<file path="src/rtl/accum_pkg.sv">
package accum_pkg;
  typedef enum logic {
    SRC_BANK  = 1'b0,
    SRC_STAGE = 1'b1
  } opnd_src_e;
endpackage

</file>
<file path="src/rtl/accum_rf.sv">
module accum_rf #(
  parameter int AW = 3,
  parameter int DW = 16
) (
  input  logic               clk_i,
  input  logic               rst_ni,
  input  logic               wr_en_i,
  input  logic [AW-1:0]      wr_addr_i,
  input  logic [DW-1:0]      wr_data_i,
  input  logic [AW-1:0]      rd_addr_i,
  output logic [DW-1:0]      rd_data_o,
  output logic [(1<<AW)-1:0] wr_vec_o
);
  localparam int DEPTH = 1 << AW;

  logic [DW-1:0] mem_q [DEPTH];

  for (genvar g = 0; g < DEPTH; g++) begin : g_dec
    assign wr_vec_o[g] = wr_en_i && (wr_addr_i == AW'(g));
  end

  always_ff @(posedge clk_i or negedge rst_ni) begin
    if (!rst_ni) begin
      for (int i = 0; i < DEPTH; i++) mem_q[i] <= '0;
    end else begin
      for (int i = 0; i < DEPTH; i++)
        if (wr_vec_o[i]) mem_q[i] <= wr_data_i;
    end
  end

  // read sees the bank as it stood before this edge's write-back
  assign rd_data_o = mem_q[rd_addr_i];
endmodule

</file>
<file path="src/rtl/accum_fwd.sv">
module accum_fwd
  import accum_pkg::*;
#(
  parameter int AW = 3
) (
  input  logic          clk_i,
  input  logic          rst_ni,
  input  logic [AW-1:0] addr_i,
  input  logic          nop_i,
  output logic [AW-1:0] prev_addr_o,
  output logic          prev_vld_o,
  output opnd_src_e     src_o
);
  logic [AW-1:0] prev_addr_q;
  logic          prev_vld_q;

  always_ff @(posedge clk_i or negedge rst_ni) begin
    if (!rst_ni) begin
      prev_addr_q <= '0;
      prev_vld_q  <= 1'b0;
    end else begin
      prev_addr_q <= addr_i;
      prev_vld_q  <= !nop_i;
    end
  end

  assign prev_addr_o = prev_addr_q;
  assign prev_vld_o  = prev_vld_q;
  assign src_o = (prev_vld_q && (addr_i == prev_addr_q)) ? SRC_STAGE : SRC_BANK;
endmodule

</file>
<file path="src/rtl/accum_exec.sv">
module accum_exec
  import accum_pkg::*;
#(
  parameter int DW = 16
) (
  input  opnd_src_e     src_i,
  input  logic [DW-1:0] bank_i,
  input  logic [DW-1:0] stage_i,
  input  logic [DW-1:0] data_i,
  input  logic          clr_i,
  output logic [DW-1:0] result_o
);
  logic [DW-1:0] opnd;

  always_comb begin
    opnd     = (src_i == SRC_STAGE) ? stage_i : bank_i;
    result_o = clr_i ? data_i : DW'(opnd + data_i);
  end
endmodule

</file>
<file path="src/rtl/fwd_accum.sv">
module fwd_accum
  import accum_pkg::*;
#(
  parameter int AW = 3,
  parameter int DW = 16
) (
  input  logic          clk_i,
  input  logic          rst_ni,
  input  logic [AW-1:0] addr_i,
  input  logic [DW-1:0] data_i,
  input  logic          clr_i,
  input  logic          nop_i,
  output logic [DW-1:0] out_o
);
  localparam int DEPTH = 1 << AW;

  logic [DW-1:0]    rd_data;
  logic [DW-1:0]    result;
  logic [DW-1:0]    stage_q;
  logic [AW-1:0]    prev_addr;
  logic             prev_vld;
  logic [DEPTH-1:0] wr_vec;
  opnd_src_e        src;

  accum_fwd #(.AW(AW)) u_fwd (
    .clk_i      (clk_i),
    .rst_ni     (rst_ni),
    .addr_i     (addr_i),
    .nop_i      (nop_i),
    .prev_addr_o(prev_addr),
    .prev_vld_o (prev_vld),
    .src_o      (src)
  );

  // stage_q belongs to the instruction tracked by prev_addr/prev_vld
  accum_rf #(.AW(AW), .DW(DW)) u_rf (
    .clk_i    (clk_i),
    .rst_ni   (rst_ni),
    .wr_en_i  (prev_vld),
    .wr_addr_i(prev_addr),
    .wr_data_i(stage_q),
    .rd_addr_i(addr_i),
    .rd_data_o(rd_data),
    .wr_vec_o (wr_vec)
  );

  accum_exec #(.DW(DW)) u_exec (
    .src_i   (src),
    .bank_i  (rd_data),
    .stage_i (stage_q),
    .data_i  (data_i),
    .clr_i   (clr_i),
    .result_o(result)
  );

  always_ff @(posedge clk_i or negedge rst_ni) begin
    if (!rst_ni)     stage_q <= '0;
    else if (!nop_i) stage_q <= result;
  end

  assign out_o = stage_q;
endmodule

</file>
<file path="config.mk">
export PLATFORM = sky130hd
export DESIGN_NAME = fwd_accum
export DESIGN_NICKNAME = d
export VERILOG_FILES = /design/src/rtl/accum_pkg.sv /design/src/rtl/accum_rf.sv /design/src/rtl/accum_fwd.sv /design/src/rtl/accum_exec.sv /design/src/rtl/fwd_accum.sv
export SDC_FILE = /design/constraint.sdc
export NUM_CORES = 1
export LEC_CHECK = 0
export BUFFER_PORTS_ARGS = -buffer_cell sky130_fd_sc_hd__buf_2
export CAP_MARGIN = 20
export CORE_ASPECT_RATIO = 0.8
export CORE_MARGIN = 2
export CORE_UTILIZATION = 30
export DETAILED_ROUTE_END_ITERATION = 16
export HOLD_SLACK_MARGIN = 0.15
export PLACE_DENSITY = 0.49
export SLEW_MARGIN = 30
export SYNTH_ARGS = -nofsm -noshare
export SYNTH_HDL_FRONTEND = slang
export SYNTH_SLANG_ARGS = --single-unit
</file>
<file path="constraint.sdc">
create_clock -name clk_i -period 3 [get_ports clk_i]
set_input_delay 0.3 -clock clk_i [delete_from_list [all_inputs] [get_ports clk_i]]
set_output_delay 0.3 -clock clk_i [all_outputs]
set_load 0.02 [all_outputs]
</file>
## Yosys cells after proc, flatten, opt, wreduce, memory -nomap -nowiden

Cells that the tools add are included.

- Register bits after elaboration: 148
- Word-level logic and storage cells: 39
- Input bits: 23

- Add/subtract/negate cells: 1
- Multiplexer cells: 6
- Eq/ne operators: 8
- Bitwise logic cells: 1
- Reduce and logical (&&, ||, !) cells: 11
- Magnitude comparators: 1

Operators with widths:

| kind | number |
|---|---|
| two-way mux 16 bit | 4 |
| binary-select mux 16 bit (select 3 bit) | 1 |
| adder 16 bit | 1 |
| equality test 3 bit, second input constant | 4 |
| logical AND 1 bit | 9 |
| equality test 3 x 2 -> 1 bit, second input constant | 2 |
| greater-or-equal comparator 4 bit, second input constant | 1 |
| NOT 3 -> 4 bit | 1 |
| equality test 3 x 1 -> 1 bit, second input constant | 1 |
| equality test 3 bit | 1 |
| logical NOT 3 bit | 1 |
| logical NOT 1 bit | 1 |
| two-way mux 1 bit | 1 |

## Longest topological paths before layout

Gate-level depths: netlist of the first run.

- Depth after elaboration: 7
- Mapped depth: 14
- Mapped depth without buffers: 12

## By module

From an unflattened synthesis of the first run, not the netlist that was laid out.

- Cell total of the unflattened synthesis: 556
- Area, all modules: 7985.2 sq um

Modules (own cells, without submodules):

| module | seq. area each (sq um) | cells each | instances | area an instance (sq um) |
|---|---|---|---|---|
| accum_rf | 3203.1 | 340 | 1 | 5918.2 |
| accum_exec | 0.0 | 173 | 1 | 1278.7 |
| fwd_accum | 400.4 | 34 | 1 | 649.4 |
| accum_fwd | 100.1 | 9 | 1 | 138.9 |

## Least setup slack after synthesis of the first run

OpenSTA, ideal clock, no wires.

- Path kind: input to register
- From: in addr_i[0]
- To: reg stage_q[12], in the netlist out_o[12]
- Buffers on the path: 2
- Library setup time: 0.094 ns
- Stages on the path: 13
- Setup slack: -0.312 ns
- Data arrival time: 3.218 ns
- Path through: buf_8 > buf_2 > mux4_2 > mux2i_1 > a21oi_1 > ha_1 > fa_1 > a21o_1 > a21oi_1 > o21ai_1 > a21o_1 > o311a_1 > a211oi_1

- Word-level cells in the longest chain between the ends: 7
- Elaborated cells between the ends (all ways): 10
- Classes of those cells: 1 x add/sub; 1 x eq/ne; 6 x mux; 1 x bitwise; 1 x reduce/logical

Ends and longest elaborated chain:

| what | line | RTL |
|---|---|---|
| from (decl) | fwd_accum.sv:9 | `input logic [AW-1:0] addr_i,` |
| NOT 3 -> 4 bit (not written as such) | accum_rf.sv:32 | `assign rd_data_o = mem_q[rd_addr_i];` |
| binary-select mux 16 bit (select 3 bit) | accum_rf.sv:32 |  |
| two-way mux 16 bit (not written as such) (2 in a row) | accum_rf.sv:32 |  |
| two-way mux 16 bit (*) | accum_exec.sv:16 | `opnd = (src_i == SRC_STAGE) ? stage_i : bank_i;` |
| adder 16 bit (*) | accum_exec.sv:17 | `result_o = clr_i ? data_i : DW'(opnd + data_i);` |
| two-way mux 16 bit (*) | accum_exec.sv:17 |  |
| to (signal assigned) | fwd_accum.sv:58 | `else if (!nop_i) stage_q <= result;` |
| to (decl) | fwd_accum.sv:19 | `logic [DW-1:0] stage_q;` |

Mark *: on every way between the ends. The rest lies on a longest branch, timed or not. The select of a mux whose other input is x is not followed.
A chain may end at the register's enable or synchronous reset.

## Worst setup path in the final report of the first run

- From: reg u_rf.mem_q[48] (netlist name)
- To: reg stage_q[12], in the netlist out_o[12]

- Word-level cells in the longest chain between the ends: 6

Ends and longest elaborated chain:

| what | line | RTL |
|---|---|---|
| from (decl) | accum_rf.sv:16 | `logic [DW-1:0] mem_q [DEPTH];` |
| from (signal, indexed assignment) | accum_rf.sv:27 | `if (wr_vec_o[i]) mem_q[i] <= wr_data_i;` |
| binary-select mux 16 bit (select 3 bit) | accum_rf.sv:32 |  |
| two-way mux 16 bit (not written as such) (2 in a row) | accum_rf.sv:32 |  |
| two-way mux 16 bit | accum_exec.sv:16 |  |
| adder 16 bit | accum_exec.sv:17 |  |
| two-way mux 16 bit | accum_exec.sv:17 |  |

No other way between the ends. The select of a mux whose other input is x is not followed.

==> impl_metrics.tcl, run 1 <==
set metrics [dict create \
    min_from "data_i[15]" \
    cp_top_family "compound AO/OA/AOI/OAI gates" \
    hold_slack_ns 0.1680 \
    clk_latency_ns 0.42 \
    worstMarginPinSlew_ns 0.8352 \
    htreeDepth 4 \
    syn_inst 566 \
    grt_pass1_vias 5405 \
    io_pins 39 \
    hold_viol_final 0 \
    yosys-top-cells-count "dfrtp_1, mux2_1, mux4_2" \
    layout-drive-gt1-share_pct 35.33 \
    post-route-util_pct 38.57 \
    ys_warn_count 0 \
    grt_max_degree 69 \
    setup.worst_path.start "u_rf.mem_q[48]" \
    ys_seq_area_share_pct 48.89 \
    grt-ovfl-total 0 \
    avgViaCountPerCell 5.040 \
    areaGrowthSynthToFinish_pct 25.07 \
    clkTransAtPathRegs_ns 0.07 \
    setup_viol 0 \
    globalplace.congestion 0.8175 \
    cts-root-buf "clkbuf_16" \
    drc 0 \
    rrSetupSlack_ns 0.02 \
    tns_ns 0 \
    rsz0062_at_grt "yes" \
    period_needed_ns 2.983 \
    grtUsageTotal_pct 15.41 \
    stdcell_count 986 \
    syn_area_per_cell_um2 13.39 \
    synth-async-reset-ratio_pct 100.0 \
    port-buffer-count 38 \
    dieArea_um2 26550 \
    initial_utilization_pct 30.84 \
    first_pass_iters 4 \
    skew_ns 0.008808 \
    yosysTopAreaCellShare_pct 48.89 \
    n_antenna_cell 0 \
    max_freq_mhz 335.2 \
    fin_ws_ns 0.01691 \
    coreArea_um2 24570 \
    cp_data_arrival_time_ns 3.32 \
    cts_sinks 148 \
    fp.dieH_um 146.1 \
    fin_crit_sh_pct 99.44 \
    start_kind "flop" \
    cts.path.max_buffers 2 \
    yosys.area.top_type "dfrtp_1" \
    synth.area.top_cells "dfrtp_1, mux2_1, mux4_2" \
    r2r-start "u_rf.mem_q[48]" \
    status "completed" \
    leakage_nw 4.085 \
    synth_nets 609 \
    die_w_um 181.7 \
    num_vias 4969 \
    slew_headroom_pct 44.02 \
    drtIter0Drc 303 \
    cap_violations 0 \
    detail-route-antenna-nets 0 \
    wl_per_cell_um 19.56 \
    required_ns 3.34 \
    dp.cells 951 \
    powerDensity_nw_per_um2 953.9 \
    ys_seq_elements 148 \
    ir_drop_mv 0.2991 \
    syn_area_um2 7576 \
    post-place-ws_ns -0.4750 \
    synth.most_common_cell "dfrtp_1" \
    path_cells "mux4_2 -> mux2i_4 -> a21oi_2 -> ha_2 -> fa_2 -> a21o_1 -> a21oi_2 -> o21ai_2 -> a21o_1 -> o311a_1 -> a211oi_2" \
    synth-main-ff-cell "dfrtp_1" \
    cts_made_buffers 17 \
    finalMaxSlewViolations 0 \
    path_max_fanout 3 \
    end_kind "flop" \
    synth_edf_count 0 \
    cts_tree "done" \
    max_stage_delay_ns 0.50 \
    layout.nets 698 \
    path_buf_inv 0 \
    grt_antenna_before_repair 0 \
    num_rows 51 \
    path_class "reg -> reg" \
    nFillCells 2296 \
    grt_pass1_wl_mm 31.26 \
    synth_cell_type_count 51 \
    hp-class "in -> reg" \
    wirelength_mm 19.28 \
    hpwl_mm 13.59 \
    slowest_stage "mux4_2" \
]
[report_power, final]
| part | total, mW | switching (mW) | internal (mW) |
|---|---|---|---|
| sequential | 3.39 | 0.523 | 2.87 |
| combinational | 3.32 | 1.53 | 1.78 |
| clock | 2.33 | 0.902 | 1.43 |
[worst min-delay path: cells and delay by family]
kind                   cells  cell delay, ns
AOI/OAI and AO/OA          2            0.13
buffers and inverters      1            0.11
[worst paths after layout]
kind | endpoint | cells after the start
setup reg to reg | out_o[12] | 11
setup / recovery | out_o[12] | 11
hold reg to reg | u_rf.mem_q[80] | 1
hold / removal | out_o[15] | 3
min in group asynchronous | u_rf.mem_q[20] | 2
max in group asynchronous | u_rf.mem_q[26] | 3
[through the flow]
step                      instance area, um^2  power [mW]
after global routing                     9475       9.628
after global placement                   8637       6.378
after CTS                                9340       8.938
final                                    9475       9.039
after floorplan                          7639       5.313
after detailed placement                 8637       6.507
[routing by layer]
metal / part of all wire (%) / track usage [%] / vias up
met1: 48 / 21.80 / 2576
li1: - / - / 2270
met2: 46 / 24.33 / 102
met3: 4.9 / 3.143 / 21
met5: 0 / 0 / -
met4: 1.2 / 3.659 / 0
[registers in the layout, indices dropped and copies added (netlist names)]
signal,cells
u_rf.mem_q,128
out_o,16
u_fwd.prev_addr_o,3
u_fwd.prev_vld_o,1
[kinds of logic after synthesis]
logic type | share of synthesized area (%)
adders and majority gates | 3.402
xor gates and xnor gates | 1.272
DFF | 48.89
AOI/OAI and AO/OA | 6.639
muxes | 31.16
buffers and inverters | 3.501
and+or+nand+nor | 5.136
[layout by cell type, fill, tap and decap left out, drive strengths merged, types with 4 or more instances in the layout]
| cell | netlist | final |
|---|---|---|
| bufinv | 0 | 4 |
| o211ai | 4 | 4 |
| nor3 | 6 | 6 |
| inv | 5 | 9 |
| a211oi | 4 | 4 |
| ha | 19 | 19 |
| mux4 | 32 | 32 |
| a21oi | 29 | 29 |
| xnor2 | 7 | 7 |
| dfrtp | 148 | 148 |
| a21o | 8 | 8 |
| buf | 26 | 116 |
| mux2 | 129 | 129 |
| nor2 | 23 | 23 |
| clkbuf | 21 | 19 |
| o21ai | 12 | 12 |
| nand2 | 26 | 26 |
| xor2 | 4 | 4 |
| mux2i | 18 | 18 |
| o21a | 5 | 5 |
[area by class of cell]
cell class              count  area, um^2  share of cell area [%]
clock buffers              19       442.9                   4.675
clock inverters            13       195.2                   2.060
flip-flops and latches    148        3704                   39.09
well taps                 318       397.9                   4.199
inverters                   5       21.27                  0.2245
multi-input cells         366        3811                   40.22
repair buffers            117       903.4                   9.534
[timing repair]
item	4_1_cts	5_1_grt
hold buffers	1	0
resized for setup	10	24
buffers inserted	2	0
setup endpoints to repair	6	7
hold endpoints to repair	65	0
pin swaps	5	11
(Power assumes the default switching activity.)
==> run 2: changes to the inputs <==
ABC_AREA = 1   (was not set)
CORE_ASPECT_RATIO = not set   (was 0.8)
==> run 2 against run 1 <==
Compared with the run above: non-clock buffer count decreased by 38; final area decreased by 3.8%; largest cell class is now flip-flops and latches; clock power fell by 11%; largest power group unchanged; critical path depth rose by 9; critical path type unchanged.
==> impl_metrics.tcl, run 2 <==
set metrics [dict create \
    status "completed" \
    fp.dieH_um 163.6 \
    globalplace.congestion 0.8875 \
    num_rows 58 \
    cts_made_buffers 17 \
    end_kind "flop" \
    synth-main-ff-cell "dfrtp_1" \
    ir_drop_mv 0.3713 \
    dieArea_um2 26760 \
    cts_sinks 148 \
    required_ns 3.30 \
    slowest_stage "dfrtp_1" \
    cts.path.max_buffers 2 \
    power_mw 6.498 \
    regToRegEndpoint "out_o[10]" \
    wirelength_mm 23.18 \
    detail-route-antenna-nets 0 \
    fin_ws_ns 0.1506 \
    cts-root-buf "clkbuf_16" \
    initial_utilization_pct 30.43 \
    fin_crit_sh_pct 94.98 \
    hold_viol_final 0 \
    place_area_um2 8302 \
    grt_antenna_before_repair 0 \
    n_antenna_cell 0 \
    layout.nets 1049 \
    holdPathStages 5 \
    fin_area_um2 9115 \
    path_common_cell "nand3_1" \
    slew_headroom_pct 43.26 \
    synth.most_common_cell "nand2_1" \
    start_kind "flop" \
    coreArea_um2 25110 \
    yosys-top-cells-count "nand2_1, dfrtp_1, o21ai_0" \
    worstMarginPinSlew_ns 0.8491 \
    wl_per_cell_um 17.20 \
    num_vias 6605 \
    grtUsageTotal_pct 18.02 \
    grt_pass1_vias 6279 \
    largest_register "u_rf.mem_q" \
    grt_pass1_wl_mm 36.36 \
    reg2reg_depth 20 \
    avgViaCountPerCell 4.900 \
    syn_inst 964 \
    rrSetupSlack_ns 0.15 \
    areaGrowthSynthToFinish_pct 19.29 \
    htreeDepth 4 \
    port-buffer-count 38 \
    ys_seq_area_share_pct 48.47 \
    powerDensity_nw_per_um2 712.9 \
    mostFrequentLayoutCells "nand2_1, dfrtp_1, o21ai_0" \
    synth-async-reset-ratio_pct 100.0 \
    cap_violations 0 \
    drtIter0Drc 557 \
    hpwl_mm 15.18 \
    largest_reg_flops 128 \
    synth_edf_count 0 \
    leakage_nw 4.316 \
    yosys.area.top_type "dfrtp_1" \
    path_max_fanout 12 \
    regArea_um2 3704 \
    final_common_cell "nand2_1" \
    ys_seq_elements 148 \
    r2r-start "u_fwd.prev_addr_o[1]" \
    yosysTopAreaCellShare_pct 48.47 \
    hp-class "in -> reg" \
    skew_ns 0.01061 \
    finalMaxSlewViolations 0 \
    grt-ovfl-total 0 \
    period_needed_ns 2.849 \
    die_w_um 163.6 \
    path_class "reg -> reg" \
    min_to "out_o[15]" \
    clk_latency_ns 0.43 \
    cts_tree "done" \
    drc 0 \
    max_stage_delay_ns 0.43 \
    multiInputGateArea_um2 3531 \
    post-place-ws_ns -0.006360 \
    syn_area_per_cell_um2 7.926 \
    setup_viol 0 \
    layout-drive-gt1-share_pct 13.95 \
    syn_area_um2 7641 \
    first_pass_iters 5 \
    path_cells "inv_2 -> nand2_1 -> nand2_2 -> nor2_4 -> nand2_4 -> buf_12 -> o211ai_1 -> o21ai_1 -> inv_1 -> ha_2 -> fa_2 -> nand3_1 -> nand2_2 -> nand2_1 -> o21ai_4 -> nand3_1 -> nand3_1 -> nand3_1 -> nand2_1 -> o21ai_1" \
    synth_nets 1007 \
    min_from "data_i[15]" \
    synth_cell_type_count 35 \
    ys_warn_count 0 \
    nFillCells 2689 \
    synth.area.top_cells "dfrtp_1, nand2_1, o21ai_0" \
    max_freq_mhz 351.0 \
    grt_max_degree 72 \
    io_pins 39 \
    tns_ns 0 \
    clkTransAtPathRegs_ns 0.06 \
    cp_data_arrival_time_ns 3.14 \
    post-route-util_pct 36.30 \
]
[run 2: cell count changes after synthesis, moves of 11 or more]
cell	change
nor2_1	+20
o21ai_0	+127
a22oi_1	+20
mux4_2	-30
mux2_2	-22
inv_1	+61
a21oi_1	+58
mux2_1	-107
nand3_1	+26
nand2_1	+266
buf_1	-11
o21ai_1	+15
mux2i_1	-18
[run 2: timing repair]
action                                  4_1_cts  5_1_grt
buffers inserted                              0        2
gates resized for setup                       0       31
endpoints found under the setup margin        0       11
hold buffers                                  4        0
endpoints found under the hold margin        72        0
[run 2: logic make-up (layout without fill, tap and decap cells)]
kind of cell,count (synthesis),in the layout,share of synthesized area (%)
xor gates and xnor gates,7,7,0.8024
buffers and inverters,127,181,7.581
and+or+nand+nor,376,376,19.40
adders and majority gates,20,20,3.373
AOI/OAI and AO/OA,286,286,20.37
DFF,148,148,48.47
[run 2: worst max path at each step]
stage,to,depth (start not counted),from
floorplan,out_o[10],22,addr_i[1]
global route,out_o[14],20,u_fwd.prev_addr_o[1]
detailed placement,out_o[14],16,addr_i[0]
CTS,out_o[14],20,u_fwd.prev_addr_o[0]
global placement,out_o[14],16,addr_i[0]
finish,out_o[10],20,u_fwd.prev_addr_o[1]
[run 2: stage by stage]
stage | hold WS [ns] | instances
after floorplan | 0.004409 | 964
after CTS | 0.1780 | 1345
final | 0.1928 | 1348
after global routing | 0.2418 | 1348
after detailed placement | 0.3817 | 1310
after global placement | 0.3777 | 1310
[run 2: layout make-up]
cell class,instances,share of cell area (%)
clock buffers,18,4.708
clock inverters,13,1.510
inverters,71,2.951
multi-input cells,689,38.74
flip-flops and latches,148,40.63
well taps,330,4.530
repair buffers,79,6.932
[run 2: critical path, delay by kind of cell, from the launching register on]
family	cells	cell delay, ns
and+or+nand+nor	11	1.11
AOI/OAI and AO/OA	4	0.45
buffers and inverters	3	0.33
DFF	1	0.43
adders and majority gates	2	0.41
[run 2: metal layers]
metal,part of all wire (%),wire length (um),vias to the layer above,track usage (%)
met5,0,0,-,0
met4,1.2,274,0,4.904
met3,4.3,1001,22,2.743
met2,44,10300,160,27.10
met1,50,11610,3146,26.89
li1,-,-,3277,-
[run 2: power breakdown]
group | internal (mW) | switching (mW) | total (mW)
clock network | 1.21 | 0.870 | 2.08
registers | 2.47 | 0.299 | 2.77
logic | 0.633 | 1.02 | 1.65
total | 4.31 | 2.18 | 6.50
